### src/rtl/cfgdec_pkg.sv
package cfgdec_pkg;

  localparam int DW       = 32;
  localparam int NB       = DW / 8;
  localparam int BUS_LSB  = 16;
  localparam int BUS_W    = 8;
  localparam int DEV_LSB  = 11;
  localparam int DEV_W    = 5;
  localparam int FN_LSB   = 8;
  localparam int FN_W     = 3;
  localparam int REG_LSB  = 2;
  localparam int REG_W    = 6;
  localparam int KEY_W    = DEV_W + FN_W;
  localparam int NUM_KEYS = 1 << KEY_W;

  typedef enum logic [1:0] {TGT_NONE, TGT_ADDR, TGT_DATA} tgt_e;
  typedef enum logic {SEQ_IDLE, SEQ_RUN} seq_state_e;

  // Legal length/lane pairs for both windows.
  function automatic logic lane_ok(input logic [1:0] lane, input logic [2:0] len);
    case (len)
      3'd4:    lane_ok = (lane == 2'd0);
      3'd2:    lane_ok = (lane != 2'd3);
      3'd1:    lane_ok = 1'b1;
      default: lane_ok = 1'b0;
    endcase
  endfunction

  function automatic logic [DW-1:0] len_mask(input logic [2:0] len);
    case (len)
      3'd1:    len_mask = 32'h0000_00FF;
      3'd2:    len_mask = 32'h0000_FFFF;
      3'd3:    len_mask = 32'h00FF_FFFF;
      default: len_mask = 32'hFFFF_FFFF;
    endcase
  endfunction

endpackage

### src/rtl/cfgdec_port_match.sv
module cfgdec_port_match
  import cfgdec_pkg::*;
#(
  parameter int                IO_AW     = 16,
  parameter logic [IO_AW-1:0]  ADDR_BASE = 16'h0CF8,
  parameter logic [IO_AW-1:0]  DATA_BASE = 16'h0CFC
) (
  input  logic [IO_AW-1:0] io_addr,
  input  logic [2:0]       io_len,
  output tgt_e             tgt,
  output logic [1:0]       lane,
  output logic             legal
);

  localparam int PAGE_W = IO_AW - 2;
  localparam logic [PAGE_W-1:0] ADDR_PAGE = ADDR_BASE[IO_AW-1:2];
  localparam logic [PAGE_W-1:0] DATA_PAGE = DATA_BASE[IO_AW-1:2];

  logic [PAGE_W-1:0] page;

  assign page = io_addr[IO_AW-1:2];
  assign lane = io_addr[1:0];

  always_comb begin
    if (page == ADDR_PAGE)      tgt = TGT_ADDR;
    else if (page == DATA_PAGE) tgt = TGT_DATA;
    else                        tgt = TGT_NONE;
  end

  assign legal = lane_ok(lane, io_len);

endmodule

### src/rtl/cfgdec_addr_reg.sv
module cfgdec_addr_reg
  import cfgdec_pkg::*;
(
  input  logic          clk,
  input  logic          rst_n,
  input  logic          wr_en,
  input  logic [1:0]    lane,
  input  logic [2:0]    len,
  input  logic [DW-1:0] wdata,
  output logic [DW-1:0] q,
  output logic [DW-1:0] rdata
);

  logic [DW-1:0] wshift;
  logic [4:0]    lane_sh;
  logic [7:0]    byte_d [NB];
  logic [DW-1:0] q_d;

  assign lane_sh = {lane, 3'b000};
  assign wshift  = wdata << lane_sh;

  for (genvar b = 0; b < NB; b++) begin : g_lane
    logic hit;
    assign hit = wr_en && (3'(b) >= {1'b0, lane}) && (3'(b) < ({1'b0, lane} + len));
    always_comb begin
      byte_d[b] = q[8*b +: 8];
      if (hit) byte_d[b] = wshift[8*b +: 8];
    end
    assign q_d[8*b +: 8] = byte_d[b];
  end

  always_ff @(posedge clk or negedge rst_n) begin
    if (!rst_n)     q <= '0;
    else if (wr_en) q <= q_d;
  end

  assign rdata = (q >> lane_sh) & len_mask(len);

  p_hold_r3: assert property (@(posedge clk) disable iff (!rst_n)
    !wr_en |=> q == $past(q))
    else $error("selector changed without a write");

endmodule

### src/rtl/cfgdec_seq.sv
module cfgdec_seq
  import cfgdec_pkg::*;
(
  input  logic             clk,
  input  logic             rst_n,
  input  logic             start,
  input  logic             start_we,
  input  logic [1:0]       start_lane,
  input  logic [2:0]       start_len,
  input  logic [DW-1:0]    start_wdata,
  input  logic [KEY_W-1:0] start_key,
  input  logic [REG_W-1:0] start_dw,
  input  logic [7:0]       cfg_rdata,
  output logic             busy,
  output logic             last,
  output logic [DW-1:0]    acc_next,
  output logic             cfg_req,
  output logic             cfg_we,
  output logic [KEY_W-1:0] cfg_key,
  output logic [REG_W-1:0] cfg_dword,
  output logic [NB-1:0]    cfg_be,
  output logic [7:0]       cfg_wdata
);

  seq_state_e       state_q, state_d;
  logic [2:0]       idx_q, idx_d;
  logic [2:0]       len_q, len_d;
  logic [1:0]       lane_q, lane_d;
  logic             we_q, we_d;
  logic [DW-1:0]    wd_q, wd_d;
  logic [KEY_W-1:0] key_q, key_d;
  logic [REG_W-1:0] dw_q, dw_d;
  logic [DW-1:0]    acc_q, acc_d;
  logic             load;

  logic [1:0] cur_lane;
  logic [5:0] bsh;

  assign cur_lane  = lane_q + idx_q[1:0];
  assign bsh       = {idx_q, 3'b000};
  assign busy      = (state_q == SEQ_RUN);
  assign cfg_req   = busy;
  assign cfg_we    = we_q;
  assign cfg_key   = key_q;
  assign cfg_dword = dw_q;
  assign cfg_be    = NB'(1) << cur_lane;
  assign cfg_wdata = 8'(wd_q >> bsh);
  assign last      = busy && ((idx_q + 3'd1) == len_q);
  assign acc_next  = acc_q | (we_q ? '0 : (DW'(cfg_rdata) << bsh));

  always_comb begin
    state_d = state_q;
    idx_d   = idx_q;
    acc_d   = acc_q;
    load    = 1'b0;
    case (state_q)
      SEQ_IDLE: begin
        if (start) begin
          state_d = SEQ_RUN;
          idx_d   = '0;
          acc_d   = '0;
          load    = 1'b1;
        end
      end
      SEQ_RUN: begin
        idx_d = idx_q + 3'd1;
        acc_d = acc_next;
        if (last) state_d = SEQ_IDLE;
      end
      default: state_d = SEQ_IDLE;
    endcase
  end

  assign len_d  = load ? start_len   : len_q;
  assign lane_d = load ? start_lane  : lane_q;
  assign we_d   = load ? start_we    : we_q;
  assign wd_d   = load ? start_wdata : wd_q;
  assign key_d  = load ? start_key   : key_q;
  assign dw_d   = load ? start_dw    : dw_q;

  always_ff @(posedge clk or negedge rst_n) begin
    if (!rst_n) begin
      state_q <= SEQ_IDLE;
      idx_q   <= '0;
      len_q   <= '0;
      lane_q  <= '0;
      we_q    <= 1'b0;
      wd_q    <= '0;
      key_q   <= '0;
      dw_q    <= '0;
      acc_q   <= '0;
    end else begin
      state_q <= state_d;
      idx_q   <= idx_d;
      len_q   <= len_d;
      lane_q  <= lane_d;
      we_q    <= we_d;
      wd_q    <= wd_d;
      key_q   <= key_d;
      dw_q    <= dw_d;
      acc_q   <= acc_d;
    end
  end

  p_first_lane_r8: assert property (@(posedge clk) disable iff (!rst_n)
    start |=> cfg_req && (cfg_be == (NB'(1) << $past(start_lane))))
    else $error("first byte request on wrong lane");

  p_ascend_r8: assert property (@(posedge clk) disable iff (!rst_n)
    cfg_req && !last |=> cfg_req && (cfg_be == ($past(cfg_be) << 1)))
    else $error("byte requests not consecutive or not ascending");

  p_stop_r8: assert property (@(posedge clk) disable iff (!rst_n)
    last |=> !cfg_req)
    else $error("byte request after the last byte");

  p_no_restart_r8: assert property (@(posedge clk) disable iff (!rst_n)
    busy |-> !start)
    else $error("sequence restarted while running");

endmodule

### src/rtl/cfg_port_decoder.sv
module cfg_port_decoder
  import cfgdec_pkg::*;
#(
  parameter int               IO_AW     = 16,
  parameter logic [IO_AW-1:0] ADDR_BASE = 16'h0CF8,
  parameter logic [IO_AW-1:0] DATA_BASE = 16'h0CFC
) (
  input  logic                clk,
  input  logic                rst_n,
  input  logic                io_req,
  input  logic                io_we,
  input  logic [IO_AW-1:0]    io_addr,
  input  logic [2:0]          io_len,
  input  logic [DW-1:0]       io_wdata,
  output logic [DW-1:0]       io_rdata,
  output logic                io_done,
  output logic                io_err,
  input  logic [NUM_KEYS-1:0] dev_present,
  output logic                cfg_req,
  output logic                cfg_we,
  output logic [KEY_W-1:0]    cfg_key,
  output logic [REG_W-1:0]    cfg_dword,
  output logic [NB-1:0]       cfg_be,
  output logic [7:0]          cfg_wdata,
  input  logic [7:0]          cfg_rdata
);

  tgt_e          tgt;
  logic [1:0]    lane;
  logic          legal;
  logic [DW-1:0] sel_q, sel_rdata;
  logic          seq_busy, seq_last;
  logic [DW-1:0] seq_acc;

  logic              accept, take_addr, take_data, bad, sel_wr, seq_start;
  logic [BUS_W-1:0]  f_bus;
  logic [KEY_W-1:0]  f_key;
  logic [REG_W-1:0]  f_dw;
  logic              hit;

  logic          done_q, done_d;
  logic          err_q, err_d;
  logic [DW-1:0] rd_q, rd_d;

  cfgdec_port_match #(
    .IO_AW     (IO_AW),
    .ADDR_BASE (ADDR_BASE),
    .DATA_BASE (DATA_BASE)
  ) u_match (
    .io_addr (io_addr),
    .io_len  (io_len),
    .tgt     (tgt),
    .lane    (lane),
    .legal   (legal)
  );

  assign accept    = io_req && !seq_busy;
  assign bad       = accept && (tgt != TGT_NONE) && !legal;
  assign take_addr = accept && (tgt == TGT_ADDR) && legal;
  assign take_data = accept && (tgt == TGT_DATA) && legal;
  assign sel_wr    = take_addr && io_we;

  assign f_bus = sel_q[BUS_LSB +: BUS_W];
  assign f_key = {sel_q[DEV_LSB +: DEV_W], sel_q[FN_LSB +: FN_W]};
  assign f_dw  = sel_q[REG_LSB +: REG_W];
  assign hit   = dev_present[f_key];

  assign seq_start = take_data && (f_bus == '0) && hit;

  cfgdec_addr_reg u_sel (
    .clk   (clk),
    .rst_n (rst_n),
    .wr_en (sel_wr),
    .lane  (lane),
    .len   (io_len),
    .wdata (io_wdata),
    .q     (sel_q),
    .rdata (sel_rdata)
  );

  cfgdec_seq u_seq (
    .clk         (clk),
    .rst_n       (rst_n),
    .start       (seq_start),
    .start_we    (io_we),
    .start_lane  (lane),
    .start_len   (io_len),
    .start_wdata (io_wdata),
    .start_key   (f_key),
    .start_dw    (f_dw),
    .cfg_rdata   (cfg_rdata),
    .busy        (seq_busy),
    .last        (seq_last),
    .acc_next    (seq_acc),
    .cfg_req     (cfg_req),
    .cfg_we      (cfg_we),
    .cfg_key     (cfg_key),
    .cfg_dword   (cfg_dword),
    .cfg_be      (cfg_be),
    .cfg_wdata   (cfg_wdata)
  );

  // Response next-state
  always_comb begin
    done_d = 1'b0;
    err_d  = 1'b0;
    rd_d   = rd_q;
    if (bad) begin
      err_d = 1'b1;
    end else if (take_addr) begin
      done_d = 1'b1;
      rd_d   = io_we ? '0 : sel_rdata;
    end else if (take_data && !seq_start) begin
      done_d = 1'b1;
      rd_d   = io_we ? '0 : len_mask(io_len);
    end else if (seq_last) begin
      done_d = 1'b1;
      rd_d   = seq_acc;
    end
  end

  always_ff @(posedge clk or negedge rst_n) begin
    if (!rst_n) begin
      done_q <= 1'b0;
      err_q  <= 1'b0;
      rd_q   <= '0;
    end else begin
      done_q <= done_d;
      err_q  <= err_d;
      if (done_d) rd_q <= rd_d;
    end
  end

  assign io_done  = done_q;
  assign io_err   = err_q;
  assign io_rdata = rd_q;

  p_excl_r10: assert property (@(posedge clk) disable iff (!rst_n)
    io_done |-> !io_err)
    else $error("done and error together");

  p_reject_r3: assert property (@(posedge clk) disable iff (!rst_n)
    io_req && !seq_busy && (tgt != TGT_NONE) && !legal
      |=> io_err && !io_done && !cfg_req && (sel_q == $past(sel_q)))
    else $error("illegal access not rejected cleanly");

  p_unclaimed_r2: assert property (@(posedge clk) disable iff (!rst_n)
    io_req && !seq_busy && (tgt == TGT_NONE) |=> !io_done && !io_err && !cfg_req)
    else $error("unclaimed address produced a response");

  p_other_bus_r7: assert property (@(posedge clk) disable iff (!rst_n)
    io_req && !seq_busy && (tgt == TGT_DATA) && (f_bus != '0) |=> !cfg_req)
    else $error("downstream request for a non-zero bus");

endmodule

### config.mk
export PLATFORM = sky130hd
export DESIGN_NAME = cfg_port_decoder
export DESIGN_NICKNAME = d
export VERILOG_FILES = /design/src/rtl/cfgdec_pkg.sv /design/src/rtl/cfgdec_port_match.sv /design/src/rtl/cfgdec_addr_reg.sv /design/src/rtl/cfgdec_seq.sv /design/src/rtl/cfg_port_decoder.sv
export SDC_FILE = /design/constraint.sdc
export NUM_CORES = 1
export LEC_CHECK = 0
export ABC_AREA = 1
export CELL_PAD_IN_SITES_DETAIL_PLACEMENT = 2
export CELL_PAD_IN_SITES_GLOBAL_PLACEMENT = 2
export CORE_ASPECT_RATIO = 0.5
export CORE_MARGIN = 2
export CORE_UTILIZATION = 33
export CTS_CLUSTER_DIAMETER = 40
export DETAILED_ROUTE_END_ITERATION = 7
export DONT_BUFFER_PORTS = 1
export PLACE_DENSITY = 0.91
export SLEW_MARGIN = 20
export SYNTH_ARGS = -nofsm -noshare
export SYNTH_HDL_FRONTEND = slang
export SYNTH_SLANG_ARGS = --single-unit
export TNS_END_PERCENT = 10
### constraint.sdc
create_clock -name clk -period 2.5 [get_ports clk]
set_input_delay 0.125 -clock clk [delete_from_list [all_inputs] [get_ports clk]]
set_output_delay 0.125 -clock clk [all_outputs]
set_load 0.03 [all_outputs]
[Word-level counts from Yosys, hierarchy flattened]
Index checks and enable logic that the tools add are counted.
Widths: inputs -> output; s select.
Word-level totals
  flip-flop bits (word level): 154
  latch bits: 0
  bits in writable memories: 0
  bits in read-only memories: 0
  bits of input ports: 319
  word-level logic and storage cells: 103
  memories kept: 0
Cells by class
  add/subtract/negate cells: 3
  multiply operators: 0
  divide/modulo/power cells: 0
  magnitude comparators: 8
  equal/unequal tests: 11
  shift operators: 5
  muxes and demuxes: 25
  bitwise gates (word level): 4
  reduce and logical (&&, ||, !) cells: 31
Operators by type and width (count)
  $mux 32: 7
  $pmux 32 s3: 1
  $pmux 32 s2: 1
  $and 32x32->32: 1
  $or 32x32->32: 1
  $shl 32x5->32: 1
  $shl 8x6->32: 1
  $shr 32x5->32: 1
  $shr 32x6->8: 1
  $eq 14x10->1 const B: 2
  $logic_and 1x1->1: 19
  $lt 8x9->1 const B: 1
  $mux 1: 9
  $bmux 1 s8: 1
  $logic_not 8->1: 1
  $reduce_and 2->1: 4
  $eq 3x2->1 const B: 2
  $lt 1x3->1 const A: 2
  $lt 2x3->1 const A: 2
  $pmux 3 s2: 1
  $ge 1x2->1 const A: 2
  $mux 2: 2
  $ne 2x2->1 const B: 2
  $shl 1x2->4 const A: 1
  other kinds (18): 21

[Longest topological paths before layout]
  depth in word-level cells: 14
  depth in mapped cells: 22
  depth with buffers taken out: 18

[Cells and area by module]
A second synthesis with hierarchy kept.
Second synthesis, totals
  cell total of the unflattened synthesis: 1759
  area, all modules: 11638.7 um^2
Modules (own cells, without submodules)
  cfg_port_decoder: times used 1, cells each 934, area an instance 4734.5 um^2, sequential area each 850.8 um^2
  cfgdec_seq: times used 1, cells each 430, area an instance 4415.5 um^2, sequential area each 2202.1 um^2
  cfgdec_addr_reg: times used 1, cells each 361, area an instance 2346.0 um^2, sequential area each 800.8 um^2
  cfgdec_port_match: times used 1, cells each 34, area an instance 142.6 um^2, sequential area each 0.0 um^2

[Worst setup path before layout]
No wires, ideal clock.
  kind: register -> register
  start point: reg u_sel.q[9]
  end point: reg u_seq.dw_q[0] (netlist: u_seq.cfg_dword[0])
  setup time: 0.125 ns
  data arrival time: 2.098 ns
  slack: 0.277 ns
  stages on the path, launching flop included: 18
  clock period less this slack: 2.223 ns
  path through: dfrtp_1 buf_2 inv_1 buf_4 buf_2 nand3_1 nand3_1 nand3_1 nand2_1 nand2_1 nand3_1 nand3_1 nand3_1 nand2_1 nand2_2 buf_6 buf_6 mux2_4
Between the ends
  word-level cells in the longest chain between the ends: 5
Ends and longest elaborated chain
  start, declared: RTL line cfgdec_addr_reg.sv:10  | output logic [DW-1:0] q,
  start signal, assigned: RTL line cfgdec_addr_reg.sv:34  | else if (wr_en) q <= q_d;
  $bmux 1 s8: RTL line cfg_port_decoder.sv:66  | assign hit = dev_present[f_key];
  $mux 1 (not written as such): RTL line cfg_port_decoder.sv:66
  $logic_and 1x1->1: RTL line cfg_port_decoder.sv:68  | assign seq_start = take_data && (f_bus == '0) && hit;
  $mux 1: RTL line cfgdec_seq.sv:58  | if (start) begin
  $mux 1: RTL line cfgdec_seq.sv:56  | case (state_q)
  end signal, assigned: RTL line cfgdec_seq.sv:100  | dw_q <= dw_d;
  end, declared: RTL line cfgdec_seq.sv:32  | logic [REG_W-1:0] dw_q, dw_d;
No other way between the ends. The select of a mux whose other input is x is not followed.
A chain may end at the register's enable or synchronous reset.

[Worst setup path in the final report]
  start point: reg u_sel.q[8]
  end point: reg rd_q[8] (netlist: io_rdata[8])
Between the ends
  word-level cells in the longest chain between the ends: 9
  elaborated cells between the ends (all ways): 15
  those cells by class: shift: 1; mux: 8; bitwise: 1; reduce/logical: 5
Ends and longest elaborated chain
  $bmux 1 s8: RTL line cfg_port_decoder.sv:66
  $mux 1 (not written as such): RTL line cfg_port_decoder.sv:66
  $logic_and 1x1->1: RTL line cfg_port_decoder.sv:68
  $logic_not 1->1: RTL line cfg_port_decoder.sv:113  | end else if (take_data && !seq_start) begin
  $logic_and 1x1->1: RTL line cfg_port_decoder.sv:113
  $mux 1: RTL line cfg_port_decoder.sv:113
  $mux 1: RTL line cfg_port_decoder.sv:110  | end else if (take_addr) begin
  $mux 1: RTL line cfg_port_decoder.sv:108  | if (bad) begin
  $reduce_and 3->1 (no source line)
  end signal, assigned: RTL line cfg_port_decoder.sv:130  | if (done_d) rd_q <= rd_d;
  end, declared: RTL line cfg_port_decoder.sv:43  | logic [DW-1:0] rd_q, rd_d;
Parallel ways exist; a longest one is shown, timed or not. The select of a mux whose other input is x is not followed.

==> run_results.csv <==
group,metric,value,unit
run_status,status,"finished, violations left",
run_status,violations,"negative hold slack, negative setup slack",
placement,hpwl,37600,um
sta,final_hold_viol_count,154,
die,die_h,131,um
grt,grt_max_degree,155,
sta,finalCritPeriodShare,1.23,
drt,vias,14200,
clocking,clockBufferDepth,2,
die,num_rows,46,
drt,top_layer,"met4",
sta,min_period,3.06,ns
sta,drv_slew,0,
drt,avgViaCountPerCell,6.65,
clocking,cts_sinks,154,
sta,relSlewSlack,0.355,
clocking,numCtsBuffers,17,
clocking,cts_htree_levels,4,
sta,setup_viol,122,
placement,placed_area,11500,um2
finish,synthToLayoutAreaGrowth,41.0,%
worst_setup_path,critical_path.max_fanout,8,
grt,grt_pass1_vias,14600,
sta,worst_pin_slew,0.965,ns
power,max-vdd-ir-drop,0.000410,V
logic_synthesis,dominantRegCellSynth,"dfrtp_1",
placement,place_congestion,0.846,
logic_synthesis,synth_cells,1610,
drt,wl_met3,6700,um
clocking,path_clk_slew,0.08,ns
clocking,postCtsHoldBufs,37,
logic_synthesis,synthTopCellsByCount,"nand2_1, nand3_1, o21ai_0, dfrtp_1, inv_1",
worst_setup_path,start_kind,"flop",
finish,finish.utilization,0.474,
drt,drtPass1Iterations,6,
worst_setup_path,cp_data_required_time,2.88,ns
sta,whs,-0.632,ns
clocking,cts_tree,"built",
die,core-area,31700,um2
sta,setup_slack,-0.565,ns
worst_setup_path,cp_data_arrival_time,3.45,ns
logic_synthesis,avgSynthCellArea,6.62,um2
drt,ant_nets,0,
sta,finClkSkew,0.0182,ns
drt,routedLengthMet1,27200,um
power,power.density,406,nW/um2
drt,met2WireLength,36100,um
grt,grt_pass1_wl,99000,um
power,power.leakage,7.11,nW
clocking,insertion_delay,0.46,ns
drt,drt_first_iter_violations,1511,
logic_synthesis,synth_edf_count,0,
clocking,cts_root_buffer,"clkbuf_16",
grt,grt_usage,0.384,
logic_synthesis,synth.most_common_cell,"nand2_1",
logic_synthesis,synth_top_area_frac,0.361,
drt,post-route-drc-count,0,
placement,portBuffers,0,
sta,fmax,0.326,GHz
drt,wl_per_cell,35.6,um
logic_synthesis,synth_area,10700,um2
finish,design_area,15000,um2
worst_hold_path,hold_path.class,"input port to async pin",
finish,seq_area,3860,um2
die,die_area,33900,um2
job,drv_cap,0,
logic_synthesis,synth-warning-count,0,
logic_synthesis,async_flop_share,1.00,
die,start_util,0.336,
die,chipWidth,258,um
grt,grt_overflow,0,
drt,drt-total-wl,76000,um
finish,drive_gt1_frac,0.302,
grt,antenna_found_initial,1,
worst_setup_path,worst-setup-path-type,"flop to flop",
logic_synthesis,yosysSeqAreaShare,0.361,
worst_setup_path,reg2reg_setup_slack,-0.56,ns
logic_synthesis,ys_seq_elements,154,
die,io_pins,381,
finish,fin_nets,2009,
logic_synthesis,synth_cell_types,40,
finish,fill_cells,3406,
worst_setup_path,reg2reg_depth,21,
sta,rsz0062_at_grt,"true",
logic_synthesis,yosysTopAreaCell,"dfrtp_1",
logic_synthesis,synth_area_leaders,"dfrtp_1, nand2_1, nand3_1",
logic_synthesis,syn-num-nets,1933,
finish,multi_input_area,7250,um2
worst_setup_path,cp-end-kind,"flop",
==> timing repair <==
item	CTS	global route
resized for setup	183	297
buffers inserted	17	6
gates cloned	17	12
setup endpoints to repair	139	153
pin swaps	40	85
hold endpoints to repair	211	154
==> final timing paths <==
check | startpoint | end
worst min-delay path | rst_n | io_rdata[21]
worst max register to register | u_sel.q[8] | io_rdata[8]
worst max-delay path | u_sel.q[8] | io_rdata[8]
worst min register to register | u_seq.len_q[2] | u_seq.len_q[2]
max in group asynchronous | rst_n | u_seq.wd_q[29]
min in group clk | cfg_rdata[5] | u_seq.acc_q[13]
==> cell families after synthesis <==
kind of cell	Yosys count	synth area share
compound gates	264	0.134
xor+xnor	7	0.00575
mux	22	0.0265
fa+ha+maj	4	0.00540
simple gates	942	0.374
buf+inv	217	0.0932
flops	154	0.361
==> power breakdown <==
| part | internal (mW) | switching, mW | leakage (nW) | total [mW] |
|---|---|---|---|---|
| clock | 1.70 | 1.35 | 0.303 | 3.05 |
| combinational | 0.179 | 0.376 | 4.70 | 0.556 |
| sequential | 2.49 | 0.00120 | 2.11 | 2.49 |
==> final cells by class <==
cell class | instances | area share
timing repair buffer | 164 | 0.152
multi-input combinational | 1239 | 0.482
sequential | 154 | 0.257
antenna | 1 | 0.000166
clock buffer | 17 | 0.0283
clock inverter | 15 | 0.0141
tap | 432 | 0.0359
inverter | 108 | 0.0292
timing repair inverter | 2 | 0.00183
==> stage by stage <==
| step | power (mW) | std cells | setup TNS [ns] | hold WS [ns] | setup WS, ns |
|---|---|---|---|---|---|
| 5_1_grt | 6.19 | 2132 | -54.23 | -0.641 | -0.650 |
| 6_report | 6.10 | 2132 | -45.76 | -0.632 | -0.565 |
| 2_1_floorplan | 2.79 | 1610 | 0 | -0.171 | 0.277 |
| 3_3_place_gp | 2.87 | 2011 | -31.89 | -0.161 | -0.392 |
| 3_5_place_dp | 2.89 | 2011 | -50.54 | -0.163 | -0.579 |
| 4_1_cts | 5.89 | 2114 | -19.86 | -0.643 | -0.269 |
==> placed cells by master (no fill, tap or decap), drive strengths merged, types with 16 or more instances in the layout <==
| cell | netlist | routed |
|---|---|---|
| a21oi | 46 | 46 |
| nand2 | 553 | 553 |
| nand3 | 290 | 290 |
| o21ai | 180 | 180 |
| nor2 | 73 | 73 |
| dfrtp | 154 | 154 |
| inv | 104 | 110 |
| dlygate4sd3 | 0 | 37 |
| clkbuf | 46 | 27 |
| a22oi | 16 | 16 |
| buf | 63 | 116 |
==> critical path: stages, from the launching register on <==
cell and delay (ns):
dfrtp_4 0.50, buf_12 0.17, buf_12 0.16, buf_16 0.15, nand2_1 0.09, nand3_1 0.14
nand3_2 0.13, nand3_1 0.11, nand2_1 0.10, nand2_1 0.08, nand3_2 0.09, nand3_2 0.09
nand3_2 0.09, nand2_4 0.10, nand2_8 0.11, nand2_8 0.11, nand2_8 0.17, clkinv_8 0.10
buf_12 0.14, nor2_1 0.15, nand2_1 0.09, nand2_2 0.09
==> flip-flops by register name (all words and copies together) (netlist names) <==
signal           count
io_rdata            32
u_sel.q             32
u_seq.acc_q         32
u_seq.wd_q          32
u_seq.cfg_key        8
u_seq.cfg_dword      6
u_seq.idx_q          3
u_seq.len_q          3
u_seq.lane_q         2
io_done              1
io_err               1
u_seq.busy           1
u_seq.cfg_we         1
==> layer usage <==
layer  GRT usage  vias up
met2       0.670     1120
met5           0        -
met4       0.206        0
met1       0.440     7148
met3      0.0856      440
li1            -     5471
No activity file was read; power rests on OpenSTA's default activity.
